File: config.mk
export PLATFORM = sky130hd
export DESIGN_NAME = tbm_fsm
export DESIGN_NICKNAME = d
export VERILOG_FILES = /design/src/rtl/tbm_pkg.sv /design/src/rtl/tbm_fsm.sv
export SDC_FILE = /design/constraint.sdc
export NUM_CORES = 1
export LEC_CHECK = 0
export BUFFER_PORTS_ARGS = -buffer_cell sky130_fd_sc_hd__buf_2
export CORE_UTILIZATION = 23
export CTS_BUF_LIST = sky130_fd_sc_hd__clkbuf_4
export CTS_CLUSTER_SIZE = 28
export DETAILED_ROUTE_END_ITERATION = 16
export PLACE_DENSITY_LB_ADDON = 0.1
export SYNTH_ARGS = -nofsm -noshare
export SYNTH_HDL_FRONTEND = slang
export SYNTH_SLANG_ARGS = --single-unit
File: constraint.sdc
create_clock -name clk_i -period 1.86 [get_ports clk_i]
set_clock_uncertainty 0.15 [all_clocks]
set_input_delay 0.186 -clock clk_i [delete_from_list [all_inputs] [get_ports clk_i]]
set_output_delay 0.186 -clock clk_i [all_outputs]
set_load 0.01 [all_outputs]
File: src/rtl/tbm_pkg.sv
package tbm_pkg;
  localparam int TBUS_W = 32;

  typedef enum logic [2:0] {
    ST_IDLE,
    ST_REQ,
    ST_RDY,
    ST_WR,
    ST_RD
  } tbm_state_e;

  localparam logic [1:0] CMD_NOP  = 2'b00;
  localparam logic [1:0] CMD_WR   = 2'b01;
  localparam logic [1:0] CMD_ADDR = 2'b10;
  localparam logic [1:0] CMD_RD   = 2'b11;
endpackage

File: src/rtl/tbm_fsm.sv
module tbm_fsm
  import tbm_pkg::*;
(
  input  logic       clk_i,
  input  logic       rst_ni,
  input  logic [1:0] cmd_i,
  input  logic       gnt_i,
  output logic       bus_req_o,
  output logic       addr_oe_o,
  output logic       load_o,
  output logic       ovr_en_o,
  output logic       dir_o,
  output logic       active_o,
  output logic       ack_o
);
  tbm_state_e state_q, state_d;
  logic dir_q, dir_d, active_q, active_d, ack_q, ack_d, armed_q, armed_d, load;

  always_comb begin
    state_d  = state_q;
    dir_d    = dir_q;
    active_d = 1'b0;
    ack_d    = 1'b0;
    armed_d  = armed_q;
    load     = 1'b0;
    if (cmd_i != CMD_ADDR) armed_d = 1'b1;
    unique case (state_q)
      ST_IDLE: if (cmd_i != CMD_NOP) state_d = ST_REQ;
      ST_REQ:  if (gnt_i) state_d = ST_RDY;
      ST_RDY: begin
        if (!gnt_i) state_d = ST_IDLE;
        else begin
          unique case (cmd_i)
            CMD_ADDR: if (armed_q) begin
              load    = 1'b1;
              ack_d   = 1'b1;
              armed_d = 1'b0;
            end
            CMD_WR: begin
              state_d = ST_WR;
              dir_d   = 1'b0;
            end
            CMD_RD: begin
              state_d = ST_RD;
              dir_d   = 1'b1;
            end
            default: ;
          endcase
        end
      end
      ST_WR, ST_RD: begin
        if (!gnt_i) state_d = ST_IDLE;
        else if (cmd_i == CMD_NOP) begin
          state_d = ST_RDY;
          ack_d   = 1'b1;
        end else active_d = 1'b1;  // other codes ignored mid-transfer
      end
      default: state_d = ST_IDLE;
    endcase
  end

  always_ff @(posedge clk_i or negedge rst_ni) begin
    if (!rst_ni) begin
      state_q  <= ST_IDLE;
      dir_q    <= 1'b0;
      active_q <= 1'b0;
      ack_q    <= 1'b0;
      armed_q  <= 1'b1;
    end else begin
      state_q  <= state_d;
      dir_q    <= dir_d;
      active_q <= active_d;
      ack_q    <= ack_d;
      armed_q  <= armed_d;
    end
  end

  assign bus_req_o = (state_q != ST_IDLE);
  assign addr_oe_o = (state_q == ST_RDY) || (state_q == ST_WR) || (state_q == ST_RD);
  assign ovr_en_o  = (state_q == ST_WR) || (state_q == ST_RD);
  assign dir_o     = dir_q;
  assign active_o  = active_q;
  assign ack_o     = ack_q;
  assign load_o    = load;

  AST_GNT_BEFORE_ADDR: assert property (@(posedge clk_i) disable iff (!rst_ni)
    $rose(addr_oe_o) |-> $past(gnt_i)) else $error("addr drive without grant");
  AST_GNT_LOSS_RELEASE: assert property (@(posedge clk_i) disable iff (!rst_ni)
    (addr_oe_o && !gnt_i) |=> (!addr_oe_o && !ovr_en_o && !ack_o)) else $error("grant loss not honoured");
  AST_DIR_HELD: assert property (@(posedge clk_i) disable iff (!rst_ni)
    (ovr_en_o && $past(ovr_en_o)) |-> $stable(dir_o)) else $error("direction moved mid-transfer");
endmodule

==> flow_summary_export.csv, run 1 <==
group,metric,value,unit
status,status,"complete, no violations",
clock_tree,cts.sinks,7,
clock_tree,root_buffer,"clkbuf_4",
timing,relSlewSlack,79.85,%
worst_setup_path,reg2reg_depth,3,
clock_tree,hold_buffers,1,
global_route,grt_max_degree,9,
routing,wl_met1,406,um
clock_tree,clkTransAtPathRegs,0.06,ns
die,die_x,42.94,um
clock_tree,post_cts_buffers,0,
place,io_buffers,11,
worst_setup_path,critPathLaunch,"state_q[2]",
worst_setup_path,worstPathArrival,1.42,ns
worst_setup_path,startpoint_type,"flop",
yosys,synth.most_common_cell,"dfrtp_1",
timing,fmax,570.8,MHz
worst_setup_path,required,1.52,ns
power,total_power,527.1,uW
clock_tree,tritoncts,"built",
timing,setup_viol,0,
worst_setup_path,cp_cell_sequence,"nor4bb_4 > and3_2 > buf_2",
timing,finalSetupTns,0,ns
cells_and_area,diodes,0,
worst_setup_path,cpPeakStageDelay,0.46,ns
routing,wl_met2,410,um
cells_and_area,drive_gt1_share,48.08,%
place,gp_congestion,0.8047,
routing,drtAntennaViolNets,0,
clock_tree,cts_buffers,3,
routing,drt_iter0_markers,17,
cells_and_area,fin_nets,58,
die,ioPinCount,12,
yosys,synth_fp_nets,41,
yosys,synth_xor_area_share,0,%
worst_setup_path,worstSetupPathType,"flop to output port",
clock_tree,h-tree-depth,1,
routing,via_count,339,
yosys,yosys_register_bits,7,
yosys,synth_top_family_by_area,"simple AND/OR/NAND/NOR gates",
yosys,synth_area,385.4,sq um
worst_setup_path,worst_path_max_delay_cell,"dfrtp_1",
worst_setup_path,endpoint,"load_o",
worst_setup_path,crit_path_max_fanout,7,
cells_and_area,syn_to_final_growth,29.87,%
global_route,grt_pass1_wl,1.649,mm
worst_setup_path,reg2reg_to,"dir_o",
worst_setup_path,r2r_start,"state_q[2]",
yosys,synth_commonest_cells,"dfrtp_1 (6), a21oi_1 (3), inv_1 (3)",
timing,hold_violations,0,
worst_setup_path,path_delay_family,"simple AND/OR/NAND/NOR gates",
yosys,synth_compound_area_share,15.26,%
die,core_area,0.001541,sq mm
routing,via_per_inst,4.985,
die,die_area,0.001843,sq mm
yosys,synth_top_area_share,38.96,%
routing,drt_pre_antenna_iters,4,
clock_tree,cts_buffer_depth,2,
global_route,grt-ovfl-total,0,
clock_tree,insertion_delay,0.26,ns
yosys,synth_top_cell_by_area,"dfrtp_1",
worst_setup_path,r2r_setup_slack,0.39,ns
global_route,grt_pass1_vias,348,
worst_setup_path,critical_path_depth,3,
worst_setup_path,critPathBufInv,1,
worst_setup_path,endpoint_kind,"output port",
yosys,async_flop_share,100.0,%
timing,period_minus_slack,1.752,ns
timing,slew_viol_final,0,
die,die_y,42.94,um
yosys,synthAdderAreaFrac,0,%
flow_run,cap_violations,0,
yosys,yosysSeqAreaShare,45.78,%
timing,rsz0062_at_grt,"false",
yosys,yosysWarnings,0,
global_route,antenna_found_initial,0,
routing,routedWlPerCell,13.29,um
yosys,synthFlopType,"dfrtp_1",
yosys,muxShareOfSynthArea,3.896,%
yosys,synth-simple-area-share,32.14,%
place,hpwl,657.2,um
power,p_leak,0.0002526,uW
global_route,grt_usage,12.72,%
routing,dr.max_layer_used,"met4",
power,ir_worst_vdd,0.4407,mV
timing,fin_crit_sh,94.19,%
min_path,hold_path.class,"input pin to flop",
power,power_density,1053,mW/mm^2
die,initial_core_util,25.00,%
yosys,synthTopCellsByArea,"dfrtp_1 (39%), dfstp_2 (6.8%), nor4bb_4 (6.5%), a21oi_1 (3.9%), mux2_4 (3.9%)",
routing,met3_length,82,um
routing,remaining_drc_errors,0,
die,rows,14,
timing,worst_slew_pin_slew,0.3023,ns
yosys,synth_area_per_cell,10.70,sq um
routing,wl,904,um
yosys,syn_inst,36,
yosys,synth_edf_count,0,
yosys,synth_cell_types,23,
clock_tree,cts_resized,0,
[layer usage]
| metal | up-vias | track usage, % |
|---|---|---|
| met3 | 2 | 8.511 |
| met5 | - | 0 |
| met2 | 10 | 18.79 |
| met1 | 167 | 15.00 |
| met4 | 0 | 3.636 |
| li1 | 160 | - |
[sequential cells by signal, indices dropped and copies added (netlist names)]
| register | cells |
|---|---|
| ack_o | 1 |
| armed_q | 1 |
| state_q | 3 |
| dir_o | 1 |
| active_o | 1 |
[worst min-delay path by stage]
| stage | depth (start not counted) | from | slack, ns | end |
|---|---|---|---|---|
| finish | 2 | gnt_i | 0.07 | ack_o |
| detailed placement | 1 | rst_ni | -0.11 | dir_o |
| floorplan | 0 | rst_ni | -0.26 | ack_o |
| global route | 2 | gnt_i | 0.06 | ack_o |
| global placement | 1 | rst_ni | -0.12 | dir_o |
| CTS | 2 | gnt_i | 0.06 | ack_o |
[worst reg2reg max path, delay by kind of cell, from the launching register on]
family	cells	cell delay, ns
flops	1	0.46
simple gates	2	0.45
mux	1	0.30
[cells in the final DEF (no fill, tap or decap), drive strengths merged]
master,n
o211a,1
nor4bb,1
buf,11
and3,1
dfstp,1
clkbuf,4
a211oi,1
or2,1
mux2,1
o21ai,2
a21oi,3
o31ai,1
nor3,1
nor3b,1
inv,3
dlygate4sd3,1
nand2,2
and2b,1
nand2b,1
or3,1
a31o,1
nor2b,2
nor2,1
or3b,1
nand3,2
dfrtp,6
[cells by family (layout without fill, tap and decap cells)]
logic type / count (synthesis) / count (layout)
AND/OR/NAND/NOR: 16 / 16
AO/OA/AOI/OAI: 9 / 9
flip-flops: 7 / 7
buffers and inverters: 3 / 19
multiplexers: 1 / 1
[metrics by stage]
stage | setup WS [ns] | instances | cell area [sq um] | hold slack, ns | utilization, %
after floorplan | 0.4672 | 36 | 385.4 | -0.2596 | -
after global placement | 0.4050 | 63 | 460.4 | -0.1183 | 29.87
after detailed placement | 0.3779 | 63 | 460.4 | -0.1123 | 29.87
after CTS | 0.09710 | 68 | 500.5 | 0.06131 | 32.47
after global routing | 0.003410 | 68 | 500.5 | 0.05895 | 32.47
final | 0.1081 | 68 | 500.5 | 0.06928 | 32.47
[power breakdown]
part | internal [uW] | leakage (uW) | switching [uW]
sequential | 180 | 0.0000880 | 36.0
clock | 96.9 | 0.0000184 | 62.8
combinational | 82.3 | 0.000146 | 68.9
[layout make-up]
type,instances,area [sq um]
clock buffer,4,30.03
fill,164,1041
inverter,3,11.26
multi-input combinational,26,197.7
sequential,7,176.4
tap,16,20.02
timing repair buffer,12,65.06
No activity file was read; power rests on OpenSTA's default activity.
==> run 2, diff against run 1 <==
--- a/config.mk
+++ b/config.mk
@@ -6,6 +6,7 @@
 export NUM_CORES = 1
 export LEC_CHECK = 0
 export BUFFER_PORTS_ARGS = -buffer_cell sky130_fd_sc_hd__buf_2
+export CORE_MARGIN = 2
 export CORE_UTILIZATION = 23
 export CTS_BUF_LIST = sky130_fd_sc_hd__clkbuf_4
 export CTS_CLUSTER_SIZE = 28
==> constraint.sdc (replaced) <==
create_clock -name clk_i -period 1.5 [get_ports clk_i]
set_clock_uncertainty 0.15 [all_clocks]
set_input_delay 0.15 -clock clk_i [delete_from_list [all_inputs] [get_ports clk_i]]
set_output_delay 0.15 -clock clk_i [all_outputs]
set_load 0.01 [all_outputs]
==> flow_summary_export.csv, run 2 (synthesis gave the netlist of run 1 again) <==
group,metric,value,unit
cells_and_area,syn_to_final_growth,58.12,%
cells_and_area,largest_reg_flops,3,
min_path,hold_path.class,"input pin to flop",
global_route,antenna_found_initial,0,
routing,routedWlPerCell,13.08,um
clock_tree,h-tree-depth,1,
clock_tree,cts.sinks,7,
timing,hold_violations,0,
cells_and_area,diodes,0,
timing,slew_viol_final,0,
routing,drt_pre_antenna_iters,2,
timing,relSlewSlack,81.65,%
routing,via_per_inst,4.827,
timing,finalSetupTns,-0.5934,ns
die,die_area,0.002019,sq mm
timing,rsz0062_at_grt,"true",
global_route,grt_usage,11.75,%
clock_tree,root_buffer,"clkbuf_4",
worst_setup_path,endpoint_kind,"output port",
flow_run,cap_violations,0,
worst_setup_path,required,1.20,ns
clock_tree,tritoncts,"built",
cells_and_area,design_area,609.3,sq um
cells_and_area,mostFrequentLayoutCell,"buf_2",
status,status,"finished with violations",
die,die_y,44.94,um
routing,drtAntennaViolNets,0,
cells_and_area,mostFrequentLayoutCells,"buf_2 (8), buf_4 (6), clkbuf_4 (4), buf_6 (4)",
timing,setup_viol,4,
cells_and_area,n_fill_cell,155,
global_route,grt-ovfl-total,0,
die,initial_core_util,25.00,%
global_route,grt_max_degree,9,
timing,fin_crit_sh,112.7,%
die,ioPinCount,12,
clock_tree,insertion_delay,0.26,ns
timing,postLayoutSetupSlackWorst,-0.1898,ns
routing,via_count,362,
cells_and_area,fin_nets,65,
routing,remaining_drc_errors,0,
routing,wl_met1,376,um
place,hpwl,687.9,um
timing,period_minus_slack,1.690,ns
cells_and_area,final_util,39.53,%
routing,dr.max_layer_used,"met3",
die,die_x,44.94,um
timing,worst_slew_pin_slew,0.2747,ns
power,p_leak,0.0002931,uW
status,failed_checks,"setup timing",
worst_setup_path,startpoint_type,"flop",
place,gp_congestion,0.8302,
clock_tree,cts_buffer_depth,2,
place,placed_cell_area,467.9,sq um
routing,drt_iter0_markers,1,
power,power_density,1231,mW/mm^2
routing,met3_length,45,um
clock_tree,cts_buffers,3,
cells_and_area,regMostFlops,"state_q",
die,core_area,0.001541,sq mm
worst_setup_path,crit_path_max_fanout,6,
global_route,grt_pass1_wl,1.587,mm
routing,wl_met2,559,um
worst_setup_path,worstSetupPathType,"flop to output port",
routing,wl,981,um
worst_setup_path,worstPathArrival,1.39,ns
place,io_buffers,11,
cells_and_area,drive_gt1_share,64.41,%
power,ir_worst_vdd,0.3698,mV
clock_tree,clkTransAtPathRegs,0.06,ns
global_route,grt_pass1_vias,364,
timing,fmax,591.8,MHz
timing,whs,0.04143,ns
die,rows,14,
[run 2: cell count changes in the layout (fill, tap and decap cells not counted), moves of 3 or more]
cell     change
buf_2        -3
buf_4        +6
dfrtp_2      +3
buf_6        +4
dfrtp_1      -3
[run 2: worst max-delay path: stages, from the launching register on]
cell and delay [ns]:
dfrtp_2 0.46, nor4bb_4 0.35, and3_4 0.23, buf_6 0.10
[run 2: path summary, 6_finish.rpt]
check	start	to	slack (ns)	cells after the start
min in group asynchronous	rst_ni	dir_o	0.10	2
worst min register to register	armed_q	armed_q	0.35	2
max in group asynchronous	rst_ni	armed_q	0.87	2
worst max register to register	state_q[2]	dir_o	0.02	3
worst min-delay path	gnt_i	state_q[1]	0.04	3
worst max-delay path	state_q[2]	load_o	-0.19	3
[run 2: repair_timing]
| action | CTS | global route |
|---|---|---|
| buffers inserted | 3 | 3 |
| hold buffers | 1 | 0 |
| endpoints found under the setup margin | 4 | 6 |
| endpoints found under the hold margin | 7 | 0 |
| pin swaps | 2 | 4 |
| gates resized for setup | 6 | 8 |
[run 2: final cells by class]
| type | instances | area (sq um) | area share, % |
|---|---|---|---|
| Timing Repair Buffer | 19 | 140.1 | 23.00 |
| Inverter | 3 | 11.26 | 1.848 |
| Sequential cell | 7 | 180.2 | 29.57 |
| Tap cell | 16 | 20.02 | 3.285 |
| Multi-Input combinational cell | 26 | 227.7 | 37.37 |
| Clock buffer | 4 | 30.03 | 4.928 |
[run 2: routing by layer]
metal / vias to the layer above / global-route usage (%)
li1: 175 / -
met1: 181 / 13.12
met2: 6 / 17.71
met3: 0 / 3.600
met4: 0 / 10.59
met5: - / 0
[run 2: power breakdown]
part / total (uW) / switching (uW) / leakage [uW] / internal [uW]
sequential: 269 / 42.5 / 0.0000842 / 227
combinational: 281 / 116 / 0.000190 / 165
clock: 200 / 79.7 / 0.0000184 / 120
[run 2: stage by stage]
stage	power, uW	std cells	setup WS [ns]
global placement	469.1	64	0.03348
floorplan	385.2	36	0.1072
global route	797.8	75	-0.2656
detailed placement	474.7	64	0.03844
finish	750.4	75	-0.1898
CTS	709.9	72	-0.1787
==> run 3, diff against run 2 <==
--- a/config.mk
+++ b/config.mk
@@ -11,6 +11,7 @@
 export CTS_BUF_LIST = sky130_fd_sc_hd__clkbuf_4
 export CTS_CLUSTER_SIZE = 28
 export DETAILED_ROUTE_END_ITERATION = 16
+export HOLD_SLACK_MARGIN = 0.08
 export PLACE_DENSITY_LB_ADDON = 0.1
 export SYNTH_ARGS = -nofsm -noshare
 export SYNTH_HDL_FRONTEND = slang
==> flow_summary_export.csv, run 3 (synthesis gave the netlist of run 1 again) <==
group,metric,value,unit
routing,drt_iter0_markers,6,
cells_and_area,syn_to_final_growth,66.56,%
die,initial_core_util,25.00,%
routing,routedWlPerCell,14.28,um
worst_setup_path,endpoint_kind,"output port",
clock_tree,h-tree-depth,1,
timing,hold_violations,0,
clock_tree,root_buffer,"clkbuf_4",
worst_setup_path,worstSetupPathType,"flop to output port",
worst_setup_path,crit_path_max_fanout,4,
global_route,grt-ovfl-total,0,
routing,drtAntennaViolNets,0,
worst_setup_path,startpoint_type,"flop",
global_route,grt_usage,12.90,%
cells_and_area,largest_reg_flops,3,
cells_and_area,regMostFlops,"state_q",
power,ir_worst_vdd,0.3762,mV
cells_and_area,n_fill_cell,157,
timing,whs,0.09605,ns
worst_setup_path,r2r_start,"state_q[2]",
power,p_clk_share,25.8,%
routing,remaining_drc_errors,0,
global_route,grt_pass1_vias,374,
worst_setup_path,critPathLaunch,"state_q[0]",
place,io_buffers,11,
die,core_area,0.001541,sq mm
global_route,antenna_found_initial,0,
power,sw_frac_of_total,32.02,%
timing,slew_viol_final,0,
power,p_sw,250.6,uW
flow_run,cap_violations,0,
timing,relSlewSlack,82.14,%
clock_tree,cts_buffers,3,
min_path,hold_path.class,"input pin to async pin",
global_route,grt_max_degree,9,
timing,rsz0062_at_grt,"true",
power,p_leak,0.0003167,uW
timing,fin_crit_sh,111.5,%
cells_and_area,register_area,180.2,sq um
worst_setup_path,worstPathArrival,1.37,ns
die,die_area,0.002019,sq mm
cells_and_area,diodes,0,
clock_tree,clkTransAtPathRegs,0.06,ns
die,ioPinCount,12,
cells_and_area,fin_nets,70,
place,gp_congestion,0.8302,
cells_and_area,drive_gt1_share,60.94,%
status,failed_checks,"setup timing",
place,hpwl,687.9,um
power,combPwrFrac,39.3,%
routing,wl,1.142,mm
cells_and_area,multi_input_area,217.7,sq um
worst_setup_path,required,1.20,ns
power,seqPwrFrac,34.9,%
die,die_y,44.94,um
place,pre_cts_slack,0.03844,ns
clock_tree,insertion_delay,0.26,ns
timing,fmax,597.9,MHz
power,power_density,1219,mW/mm^2
power,internal_power,532.0,uW
die,rows,14,
clock_tree,cts_buffer_depth,2,
clock_tree,tritoncts,"built",
timing,setup_viol,5,
routing,drt_pre_antenna_iters,4,
timing,worst_slew_pin_slew,0.2674,ns
clock_tree,cts.sinks,7,
cells_and_area,mostFrequentLayoutCells,"buf_2 (9), buf_4 (7), clkbuf_4 (4), dlygate4sd3_1 (4), buf_6 (4)",
global_route,grt_pass1_wl,1.731,mm
power,total_power,782.6,uW
die,die_x,44.94,um
timing,postLayoutSetupSlackWorst,-0.1725,ns
cells_and_area,mostFrequentLayoutCell,"buf_2",
timing,period_minus_slack,1.672,ns
status,status,"finished with violations",
routing,via_count,407,
routing,via_per_inst,5.088,
-- run 3: cell types whose count changed in the layout (fill, tap and decap cells not counted), sizes merged --
cell	before	now
dlygate4sd3	1	4
buf	18	20
-- run 3: metrics by stage --
stage	setup TNS, ns	area [sq um]	instances	utilization (%)
2_1_floorplan	0	385.4	36	-
3_3_place_gp	0	467.9	64	30.36
3_5_place_dp	0	467.9	64	30.36
4_1_cts	-0.6294	580.6	75	37.66
5_1_grt	-0.8232	641.9	80	41.64
6_report	-0.5989	641.9	80	41.64
-- run 3: final timing paths --
| kind | end | slack (ns) | cells past startpoint |
|---|---|---|---|
| setup / recovery | ovr_en_o | -0.17 | 5 |
| hold / removal | dir_o | 0.1 | 2 |
| setup reg to reg | dir_o | -0.03 | 4 |
| hold reg to reg | armed_q | 0.35 | 2 |
| max in group asynchronous | armed_q | 0.87 | 2 |
| min in group clk_i | state_q[2] | 0.10 | 3 |
-- run 3: what timing repair did --
action	4_1_cts	5_1_grt
setup buffers	3	5
hold buffers	4	0
hold endpoints to repair	12	0
gates cloned	0	0
setup endpoints to repair	4	6
pin swaps	2	4
gates resized for setup	6	6
-- run 3: layout make-up --
class / count / share of cell area, %
Multi-Input combinational cell: 26 / 33.92
Timing Repair Buffer: 24 / 28.46
Sequential cell: 7 / 28.07
Clock buffer: 4 / 4.678
Tap cell: 16 / 3.119
Inverter: 3 / 1.754
-- run 3: routing by layer --
layer	track usage (%)	share of wire [%]
met5	0	0
met3	3.600	4.1
met2	20.29	53
met1	14.36	39
met4	10.59	4.0
-- run 3: worst max-delay path, stage by stage, from the launching register on --
cell and delay [ns]:
dfrtp_2 0.46, buf_6 0.15, nor3b_4 0.24, a21oi_2 0.07
inv_1 0.08, buf_2 0.13
-- run 3: power groups by stage --
stage	registers, uW	logic [uW]	clock network (uW)
6_report	273	307	202
5_1_grt	279	335	212
4_1_cts	269	239	209
3_5_place_dp	269	206	0
3_3_place_gp	265	204	0
2_1_floorplan	272	113	0
